$ cat src/rtl/ea_pkg.sv
package ea_pkg;

    typedef enum logic [3:0] {
        AM_ZP    = 4'd0,
        AM_ZPX   = 4'd1,
        AM_ZPY   = 4'd2,
        AM_ABS   = 4'd3,
        AM_ABSX  = 4'd4,
        AM_ABSY  = 4'd5,
        AM_ZPXI  = 4'd6,
        AM_ZPI   = 4'd7,
        AM_ZPIY  = 4'd8,
        AM_ABSI  = 4'd9,
        AM_ABSXI = 4'd10,
        AM_REL   = 4'd11
    } am_e;

    typedef enum logic [1:0] {
        ST_IDLE = 2'd0,
        ST_LO   = 2'd1,
        ST_HI   = 2'd2
    } st_e;

    function automatic logic is_ptr(input am_e m);
        case (m)
            AM_ZPXI, AM_ZPI, AM_ZPIY, AM_ABSI, AM_ABSXI: return 1'b1;
            default:                                   return 1'b0;
        endcase
    endfunction

    function automatic logic is_zp_ptr(input am_e m);
        case (m)
            AM_ZPXI, AM_ZPI, AM_ZPIY: return 1'b1;
            default:                  return 1'b0;
        endcase
    endfunction

endpackage

$ cat src/rtl/ea_direct_calc.sv
module ea_direct_calc
    import ea_pkg::*;
#(
    parameter int DATA_W = 8,
    localparam int ADDR_W = 2 * DATA_W
) (
    input  am_e               mode,
    input  logic [ADDR_W-1:0] opnd,
    input  logic [DATA_W-1:0] idx_x,
    input  logic [DATA_W-1:0] idx_y,
    input  logic [ADDR_W-1:0] pc,
    output logic [ADDR_W-1:0] direct_ea,
    output logic [ADDR_W-1:0] ptr_base
);
    localparam logic [DATA_W-1:0] PAGE0 = '0;

    logic [DATA_W-1:0] op_lo;
    logic [DATA_W-1:0] zp_plus_x;
    logic [DATA_W-1:0] zp_plus_y;
    logic [ADDR_W-1:0] x_wide;
    logic [ADDR_W-1:0] y_wide;
    logic [ADDR_W-1:0] rel_off;

    always_comb begin
        op_lo     = opnd[DATA_W-1:0];
        zp_plus_x = op_lo + idx_x;
        zp_plus_y = op_lo + idx_y;
        x_wide    = {PAGE0, idx_x};
        y_wide    = {PAGE0, idx_y};
        rel_off   = {{DATA_W{op_lo[DATA_W-1]}}, op_lo};

        case (mode)
            AM_ZP:   direct_ea = {PAGE0, op_lo};
            AM_ZPX:  direct_ea = {PAGE0, zp_plus_x};
            AM_ZPY:  direct_ea = {PAGE0, zp_plus_y};
            AM_ABSX: direct_ea = opnd + x_wide;
            AM_ABSY: direct_ea = opnd + y_wide;
            AM_REL:  direct_ea = pc + rel_off;
            default: direct_ea = opnd;
        endcase

        case (mode)
            AM_ZPXI:        ptr_base = {PAGE0, zp_plus_x};
            AM_ZPI, AM_ZPIY: ptr_base = {PAGE0, op_lo};
            AM_ABSXI:       ptr_base = opnd + x_wide;
            default:        ptr_base = opnd;
        endcase
    end
endmodule

$ cat src/rtl/ea_ptr_step.sv
module ea_ptr_step #(
    parameter int DATA_W = 8,
    localparam int ADDR_W = 2 * DATA_W
) (
    input  logic [ADDR_W-1:0] ptr,
    input  logic              zp_wrap,
    output logic [ADDR_W-1:0] ptr_next
);
    logic [DATA_W-1:0] lo_inc;

    always_comb begin
        lo_inc = ptr[DATA_W-1:0] + 1'b1;
        if (zp_wrap)
            ptr_next = {ptr[ADDR_W-1:DATA_W], lo_inc};
        else
            ptr_next = ptr + 1'b1;
    end
endmodule

$ cat src/rtl/ea_final_compose.sv
module ea_final_compose #(
    parameter int DATA_W = 8,
    localparam int ADDR_W = 2 * DATA_W
) (
    input  logic [DATA_W-1:0] lo_byte,
    input  logic [DATA_W-1:0] hi_byte,
    input  logic              add_y,
    input  logic [DATA_W-1:0] idx_y,
    output logic [ADDR_W-1:0] final_ea
);
    localparam logic [DATA_W-1:0] PAGE0 = '0;

    logic [ADDR_W-1:0] y_term;

    always_comb begin
        y_term   = add_y ? {PAGE0, idx_y} : '0;
        final_ea = {hi_byte, lo_byte} + y_term;
    end
endmodule

$ cat src/rtl/eaddr_gen.sv
module eaddr_gen
    import ea_pkg::*;
#(
    parameter int DATA_W = 8,
    localparam int ADDR_W = 2 * DATA_W
) (
    input  logic              clk,
    input  logic              rst_n,
    input  logic              start_i,
    input  logic [3:0]        mode_i,
    input  logic [ADDR_W-1:0] opnd_i,
    input  logic [DATA_W-1:0] idx_x_i,
    input  logic [DATA_W-1:0] idx_y_i,
    input  logic [ADDR_W-1:0] pc_i,
    output logic              mem_req_o,
    output logic [ADDR_W-1:0] mem_addr_o,
    input  logic [DATA_W-1:0] mem_rdata_i,
    input  logic              mem_ready_i,
    output logic              busy_o,
    output logic              done_o,
    output logic [ADDR_W-1:0] ea_o
);
    typedef struct packed {
        st_e               st;
        logic [ADDR_W-1:0] ptr;
        logic [DATA_W-1:0] lo;
        logic [DATA_W-1:0] yv;
        logic              zp_ptr;
        logic              add_y;
        logic [ADDR_W-1:0] ea;
        logic              done;
    } regs_t;

    regs_t q, d;

    am_e               mode_e;
    logic              want_ptr;
    logic [ADDR_W-1:0] direct_ea;
    logic [ADDR_W-1:0] ptr_base;
    logic [ADDR_W-1:0] ptr_next;
    logic [ADDR_W-1:0] final_ea;

    assign mode_e   = am_e'(mode_i);
    assign want_ptr = is_ptr(mode_e);

    ea_direct_calc #(.DATA_W(DATA_W)) u_direct (
        .mode      (mode_e),
        .opnd      (opnd_i),
        .idx_x     (idx_x_i),
        .idx_y     (idx_y_i),
        .pc        (pc_i),
        .direct_ea (direct_ea),
        .ptr_base  (ptr_base)
    );

    ea_ptr_step #(.DATA_W(DATA_W)) u_step (
        .ptr      (q.ptr),
        .zp_wrap  (q.zp_ptr),
        .ptr_next (ptr_next)
    );

    ea_final_compose #(.DATA_W(DATA_W)) u_final (
        .lo_byte  (q.lo),
        .hi_byte  (mem_rdata_i),
        .add_y    (q.add_y),
        .idx_y    (q.yv),
        .final_ea (final_ea)
    );

    always_comb begin
        d      = q;
        d.done = 1'b0;
        case (q.st)
            ST_IDLE: begin
                if (start_i) begin
                    if (want_ptr) begin
                        d.st     = ST_LO;
                        d.ptr    = ptr_base;
                        d.yv     = idx_y_i;
                        d.zp_ptr = is_zp_ptr(mode_e);
                        d.add_y  = (mode_e == AM_ZPIY);
                    end else begin
                        d.ea   = direct_ea;
                        d.done = 1'b1;
                    end
                end
            end
            ST_LO: begin
                if (mem_ready_i) begin
                    d.lo  = mem_rdata_i;
                    d.ptr = ptr_next;
                    d.st  = ST_HI;
                end
            end
            ST_HI: begin
                if (mem_ready_i) begin
                    d.ea   = final_ea;
                    d.done = 1'b1;
                    d.st   = ST_IDLE;
                end
            end
            default: d.st = ST_IDLE;
        endcase
    end

    always_ff @(posedge clk) begin
        if (!rst_n) begin
            q <= '0;
        end else begin
            q <= d;
        end
    end

    assign mem_req_o  = (q.st != ST_IDLE);
    assign mem_addr_o = q.ptr;
    assign busy_o     = (q.st != ST_IDLE);
    assign done_o     = q.done;
    assign ea_o       = q.ea;

    AST_READ_HELD: assert property (@(posedge clk) disable iff (!rst_n)
        (mem_req_o && !mem_ready_i) |=> (mem_req_o && $stable(mem_addr_o)));
    AST_DIRECT_ONE_CYCLE: assert property (@(posedge clk) disable iff (!rst_n)
        (start_i && !busy_o && !want_ptr) |=> done_o);
    AST_PTR_NOT_EARLY: assert property (@(posedge clk) disable iff (!rst_n)
        (start_i && !busy_o && want_ptr) |=> (busy_o && !done_o));
    AST_DONE_NO_READ: assert property (@(posedge clk) disable iff (!rst_n)
        done_o |-> !mem_req_o);
    AST_ZP_PAGE_ONLY: assert property (@(posedge clk) disable iff (!rst_n)
        (mem_req_o && q.zp_ptr) |-> (mem_addr_o[ADDR_W-1:DATA_W] == '0));
    AST_ZP_HI_NEXT: assert property (@(posedge clk) disable iff (!rst_n)
        (mem_req_o && q.zp_ptr && $past(mem_req_o && mem_ready_i) && $past(q.st == ST_LO))
        |-> (mem_addr_o[DATA_W-1:0] == $past(mem_addr_o[DATA_W-1:0]) + 1'b1));
endmodule

$ cat config.mk
export PLATFORM = sky130hd
export DESIGN_NAME = eaddr_gen
export DESIGN_NICKNAME = d
export VERILOG_FILES = /design/src/rtl/ea_pkg.sv /design/src/rtl/ea_direct_calc.sv /design/src/rtl/ea_ptr_step.sv /design/src/rtl/ea_final_compose.sv /design/src/rtl/eaddr_gen.sv
export SDC_FILE = /design/constraint.sdc
export NUM_CORES = 1
export LEC_CHECK = 0
export BUFFER_PORTS_ARGS = -buffer_cell sky130_fd_sc_hd__buf_2
export CAP_MARGIN = 20
export CORE_AREA = 2 2 82 143
export DETAILED_ROUTE_END_ITERATION = 6
export DIE_AREA = 0 0 84 145
export GPL_ROUTABILITY_DRIVEN = 0
export PLACE_DENSITY_LB_ADDON = 0.3
export SETUP_SLACK_MARGIN = 0.15
export SYNTH_ARGS = -nofsm -noshare
export SYNTH_HDL_FRONTEND = slang
export SYNTH_HIERARCHICAL = 1
export SYNTH_SLANG_ARGS = --single-unit
$ cat constraint.sdc
create_clock -name clk -period 4.9 [get_ports clk]
set_input_delay 0.245 -clock clk [delete_from_list [all_inputs] [get_ports clk]]
set_output_delay 0.245 -clock clk [all_outputs]
set_load 0.02 [all_outputs]
# == Yosys cells after proc, flatten, opt, wreduce, memory -nomap -nowiden ==
# Cells that the tools add are included.
# op_classes
addsub,8
eq_ne,18
n_mux,16
n_reduce_logical,14
# op_table
op,n
16-bit one-hot mux with 6 select lines,1
17-bit 2-to-1 mux,3
16-bit one-hot mux with 3 select lines,1
18-bit 2-to-1 mux,2
17-bit one-hot mux with 2 select lines,1
16-bit adder,2
16-bit by 8-bit adder with 16-bit output,2
16-bit one-hot mux with 2 select lines,1
26-bit 2-to-1 mux,1
"16-bit by 1-bit adder with 16-bit output, second input constant",1
8-bit adder,2
"4-bit by 3-bit equality test with 1-bit output, second input constant",4
"4-bit equality test, second input constant",4
16-bit 2-to-1 mux,1
"2-bit != test, second input constant",6
4-bit AND reduction,3
"8-bit by 1-bit adder with 8-bit output, second input constant",1
8-bit 2-to-1 mux,1
2-bit one-hot mux with 3 select lines,1
2-bit nonzero test,3
5-bit AND reduction,1
5-bit OR reduction,1
"4-bit by 1-bit equality test with 1-bit output, second input constant",1
"4-bit by 2-bit equality test with 1-bit output, second input constant",1
10 further kinds,11
# word_totals
register_bits,53
out_inout_bits,35
elab_cells,65

# == Logic depth before layout (Yosys ltp) ==
# logic_depth
word_depth,6
depth_mapped,12
mapped_depth_nobuf,11

# == Cells and area by module ==
# Netlist, hierarchy kept.
# modules_own_cells
module,instances,cells_each,area_per_inst_um2
eaddr_gen,1,306,2588.7
ea_direct_calc,1,365,2536.2
ea_final_compose,1,71,539.3
ea_ptr_step,1,41,287.8

# == Worst setup path before layout ==
# No wires, ideal clock.
# synth_timing
path_kind,in2reg
from,in opnd_i[0]
to,reg q (netlist bit mem_addr_o[12])
setup_time_ps,86
arrival_ps,2249
required_ps,4814
slack_ps,2566
path_stages,12
n_path_buf,1
cell_sequence,ha_1 > fa_1 > a211oi_1 > o21ai_1 > o21a_1 > clkbuf_1 > a41oi_1 > o21ai_1 > o31ai_1 > nor2b_1 > a21oi_1 > a211oi_1
# synth_between
elab_chain_len,5
# synth_rtl
item,line_no,text
from (decl),eaddr_gen.sv:11,"input logic [ADDR_W-1:0] opnd_i,"
16-bit by 8-bit adder with 16-bit output,ea_direct_calc.sv:45,AM_ABSXI: ptr_base = opnd + x_wide;
16-bit one-hot mux with 3 select lines,ea_direct_calc.sv:42,case (mode)
via ptr_base[12],eaddr_gen.sv:39,logic [ADDR_W-1:0] ptr_base;
18-bit 2-to-1 mux,eaddr_gen.sv:76,if (want_ptr) begin
18-bit 2-to-1 mux,eaddr_gen.sv:75,if (start_i) begin
16-bit one-hot mux with 2 select lines,eaddr_gen.sv:73,case (q.st)
to (signal assigned),eaddr_gen.sv:108,q <= '0;
to (signal assigned),eaddr_gen.sv:110,q <= d;
to (decl),eaddr_gen.sv:34,"regs_t q, d;"
# The timed path passes the listed nets, and every way through them passes these cells. The select of a mux whose other input is x is not followed.
# A chain may end at the register's enable or synchronous reset.

# == Worst setup path after layout ==
# layout_timing
from,reg q[51] (netlist name)
to,reg q (netlist bit mem_addr_o[10])
# layout_between
elab_chain_len,3
elab_cells_between_ends,9
cone_classes,eq/ne: 5; mux: 1; reduce/logical: 3
# layout_rtl
item,line_no
2-bit by 1-bit equality test with 1-bit output / 2-bit zero test (equally long branches),eaddr_gen.sv:73
2-bit != test (no line) / 2-bit nonzero test (equally long branches),n/a
5-bit AND reduction (no line),n/a
# Parallel ways exist; a longest one is shown, timed or not.

==> reports/qor.log <==
INFO  logic_synthesis synthesis.area_per_instance=7.60um^2
INFO  timing         fmax=339MHz
INFO  placed_design  instance_area_after_placement=0.00619mm^2
INFO  final_layout   mostFrequentLayoutCell=buf_2
INFO  final_layout   area.sequential=0.00106mm^2
INFO  floorplan      floorplan.die.width=84um
INFO  logic_synthesis netlist-cell-type-count=79
INFO  min_path       hp-class=input port to register
INFO  floorplan      ports=99
INFO  clock_network  post_cts_resize_count=0
INFO  clock_network  clock-sinks=53
INFO  clock_network  worstSkewPairLatency=0.30ns
INFO  final_layout   post_route_cells_drive_above_1_share=17.3%
INFO  final_layout   n_fill_cell=1,049
INFO  global_routing total_gr_overflow=0
INFO  logic_synthesis postSynth.asyncResetShare=0%
INFO  logic_synthesis yosysSeqAreaShare=17.8%
INFO  global_routing grt_max_degree=43
INFO  timing         timing.final.max_slew_violations=0
INFO  floorplan      die_span_y=145um
INFO  power          power.static_leakage=2.56nW
INFO  timing         relSlewSlack=42.5%
INFO  global_routing grt_pass1_vias=5,930
INFO  final_layout   multi_input_area=0.00438mm^2
INFO  clock_network  path_clk_slew=0.07ns
INFO  route          route.antenna.remaining_nets=0
INFO  logic_synthesis synth_top_area_share=17.8%
INFO  floorplan      num_rows=51
INFO  power          max-vdd-ir-drop=0.310mV
INFO  clock_network  cts_root_buffer=clkbuf_16
INFO  logic_synthesis mappedNetlistArea=0.00595mm^2
INFO  placed_design  io_buffer_count=98
INFO  timing         hold_violation_total_from_the_final_report=0
INFO  placed_design  dpl.cell_count=938
INFO  critical_path  cp_data_required_time=5.10ns
INFO  placed_design  post-dp-hpwl=14,200um
INFO  timing         clock_skew=0.00560ns
INFO  critical_path  worst-r2r-cell-count=5
INFO  global_routing grt_first_pass_wirelength=28,500um
INFO  power          pwr_density_cell=218mW/mm^2
INFO  status         status=finished, final reports clean
INFO  logic_synthesis synth.top_cells.by_area=dfxtp_1 (18%), ha_1 (8.4%), a21oi_1 (6.8%), a211oi_1 (5.3%), buf_4 (4.2%)
INFO  clock_network  cts_inserted_buffers=5
INFO  clock_network  tritoncts=built
INFO  final_layout   post_layout_nonfiller_instances=947
INFO  timing         final_min_period_over_clock_period=60.3%
INFO  floorplan      initial_core_util=53.9%
INFO  logic_synthesis synth_top_flop_cell=dfxtp_1
INFO  final_layout   relative_area_change_from_synthesis_to_final_layout=6.58%
INFO  critical_path  setup_crit_start_kind=register
INFO  flow_run       cap_violations=0
INFO  final_layout   nets=922
INFO  timing         setup_tns=0ns
INFO  final_layout   layout_common_cells=buf_2 (98), a21oi_1 (81), nand2_1 (55)
INFO  logic_synthesis synth_edf_count=0
INFO  logic_synthesis synthCells=783
INFO  clock_network  buffers_inserted_during_post_cts_setup_optimization=0
INFO  timing         finalSetupViolations=0
INFO  logic_synthesis synth_nets=891
INFO  route          vias_after_detailed_routing=6,243
INFO  critical_path  timing.setup.critical_path_class=register to register
INFO  timing         hold-worst-slack=0.190ns
INFO  timing         period_minus_slack=2.95ns
INFO  route          dr.pass1.iters=5
INFO  floorplan      core_area=0.0110mm^2
INFO  clock_network  hold_buffers=0
INFO  critical_path  critical_path.max_fanout=25
INFO  critical_path  worstSetupEndpointType=register
INFO  global_routing number_of_antenna_violations_at_the_first_check_in_global_routing=0
INFO  global_routing grt.total_usage=28.0%
INFO  clock_network  h-tree-depth=2
INFO  final_layout   antennaDiodeCount=0
INFO  clock_network  cts.path.max_buffers=2
INFO  route          finalWirelength=17,900um
INFO  route          routedWlPerCell=18.9um
INFO  floorplan      design.die.area=0.0122mm^2
INFO  logic_synthesis synth.ff_latch_count=53
INFO  route          detail_route.drc_violations=0
INFO  logic_synthesis ys.warnings.count=6
INFO  timing         measured_slew_at_the_worst_slew_check_pin=0.862ns
INFO  critical_path  arrival=3.16ns
INFO  route          detailed_route_iter0_violations=504
INFO  logic_synthesis netlist.top_cell.by_area=dfxtp_1
INFO  final_layout   postLayoutCellArea=0.00634mm^2
INFO  timing         grt_setup_unrepaired=false
INFO  route          routed_via_count_divided_by_cell_count=6.59
INFO  min_path       worst_hold_path.num_cells=2
-- worst max-delay path, stage by stage, from the launching register on --
cell	delay, ns
dfxtp_1	0.85
and2_1	0.66
nor2b_1	0.61
buf_4	0.34
a211oi_1	0.08
a211oi_1	0.30
-- registers in the layout, summed over array words and instances, names as in the netlist --
| register | count |
|---|---|
| ea_o | 16 |
| q | 20 |
| done_o | 1 |
| mem_addr_o | 16 |
-- cells by family after synthesis --
group | count (synthesis) | synth area share (%)
adders and majority gates | 44 | 9.75
buffers and inverters | 95 | 8.66
AOI/OAI and AO/OA | 295 | 33.7
and+or+nand+nor | 237 | 21.0
DFF | 53 | 17.8
muxes | 9 | 1.64
xor gates and xnor gates | 50 | 7.36
-- layout make-up --
class | count | share of cell area, %
Sequential cell | 53 | 16.7
Tap cell | 132 | 2.60
Clock inverter | 3 | 0.355
Inverter | 16 | 0.947
Timing Repair Buffer | 103 | 8.32
Clock buffer | 5 | 1.97
Multi-Input combinational cell | 635 | 69.1
-- path summary, 6_finish.rpt --
kind / start / endpoint / slack, ns
max: q[51] / mem_addr_o[10] / 1.95
min: rst_n / q[51] / 0.19
max reg2reg: q[51] / mem_addr_o[10] / 1.95
min reg2reg: ea_o[14] / ea_o[14] / 0.47
-- cells in the mapped netlist, types with 4 or more instances --
cell type	n
a211oi_1	42
xnor2_1	28
o21ai_1	22
inv_1	13
nor4_1	5
a21oi_2	5
nand2b_1	7
a22oi_1	4
fa_1	4
clkbuf_1	28
mux2_2	6
a21oi_1	81
nor2_1	41
o21a_1	12
a21o_1	13
nand4b_1	5
nor2b_1	22
a31oi_1	8
o211ai_1	12
and3_1	5
o21ai_0	25
and2_1	15
xor2_1	22
nand3_1	39
o2111ai_1	6
buf_4	33
ha_1	40
a221o_1	4
dfxtp_1	53
nand2_1	55
buf_2	16
nor3_1	12
o31ai_1	6
nand4_1	8
a32oi_1	19
-- per-layer routing --
| layer | GRT usage, % | wire (um) | part of all wire, % |
|---|---|---|---|
| met5 | 0 | 0 | 0 |
| met4 | 10.9 | 618 | 3.4 |
| met3 | 3.07 | 928 | 5.2 |
| met2 | 52.7 | 9520 | 53 |
| met1 | 31.3 | 6860 | 38 |
-- per-stage QoR --
step	util (%)	total power, mW	worst slack, ns
6_report	57.5	1.39	1.95
5_1_grt	57.5	1.45	1.80
4_1_cts	57.4	1.38	1.96
3_5_place_dp	56.1	1.02	1.97
3_3_place_gp	56.1	1.01	2.02
2_1_floorplan	-	0.893	2.57
-- report_power, final --
| group | total, mW | switching [mW] | internal, mW |
|---|---|---|---|
| logic | 0.538 | 0.331 | 0.206 |
| clock network | 0.359 | 0.170 | 0.190 |
| registers | 0.489 | 0.0310 | 0.458 |
No activity file was read; power rests on OpenSTA's default activity.
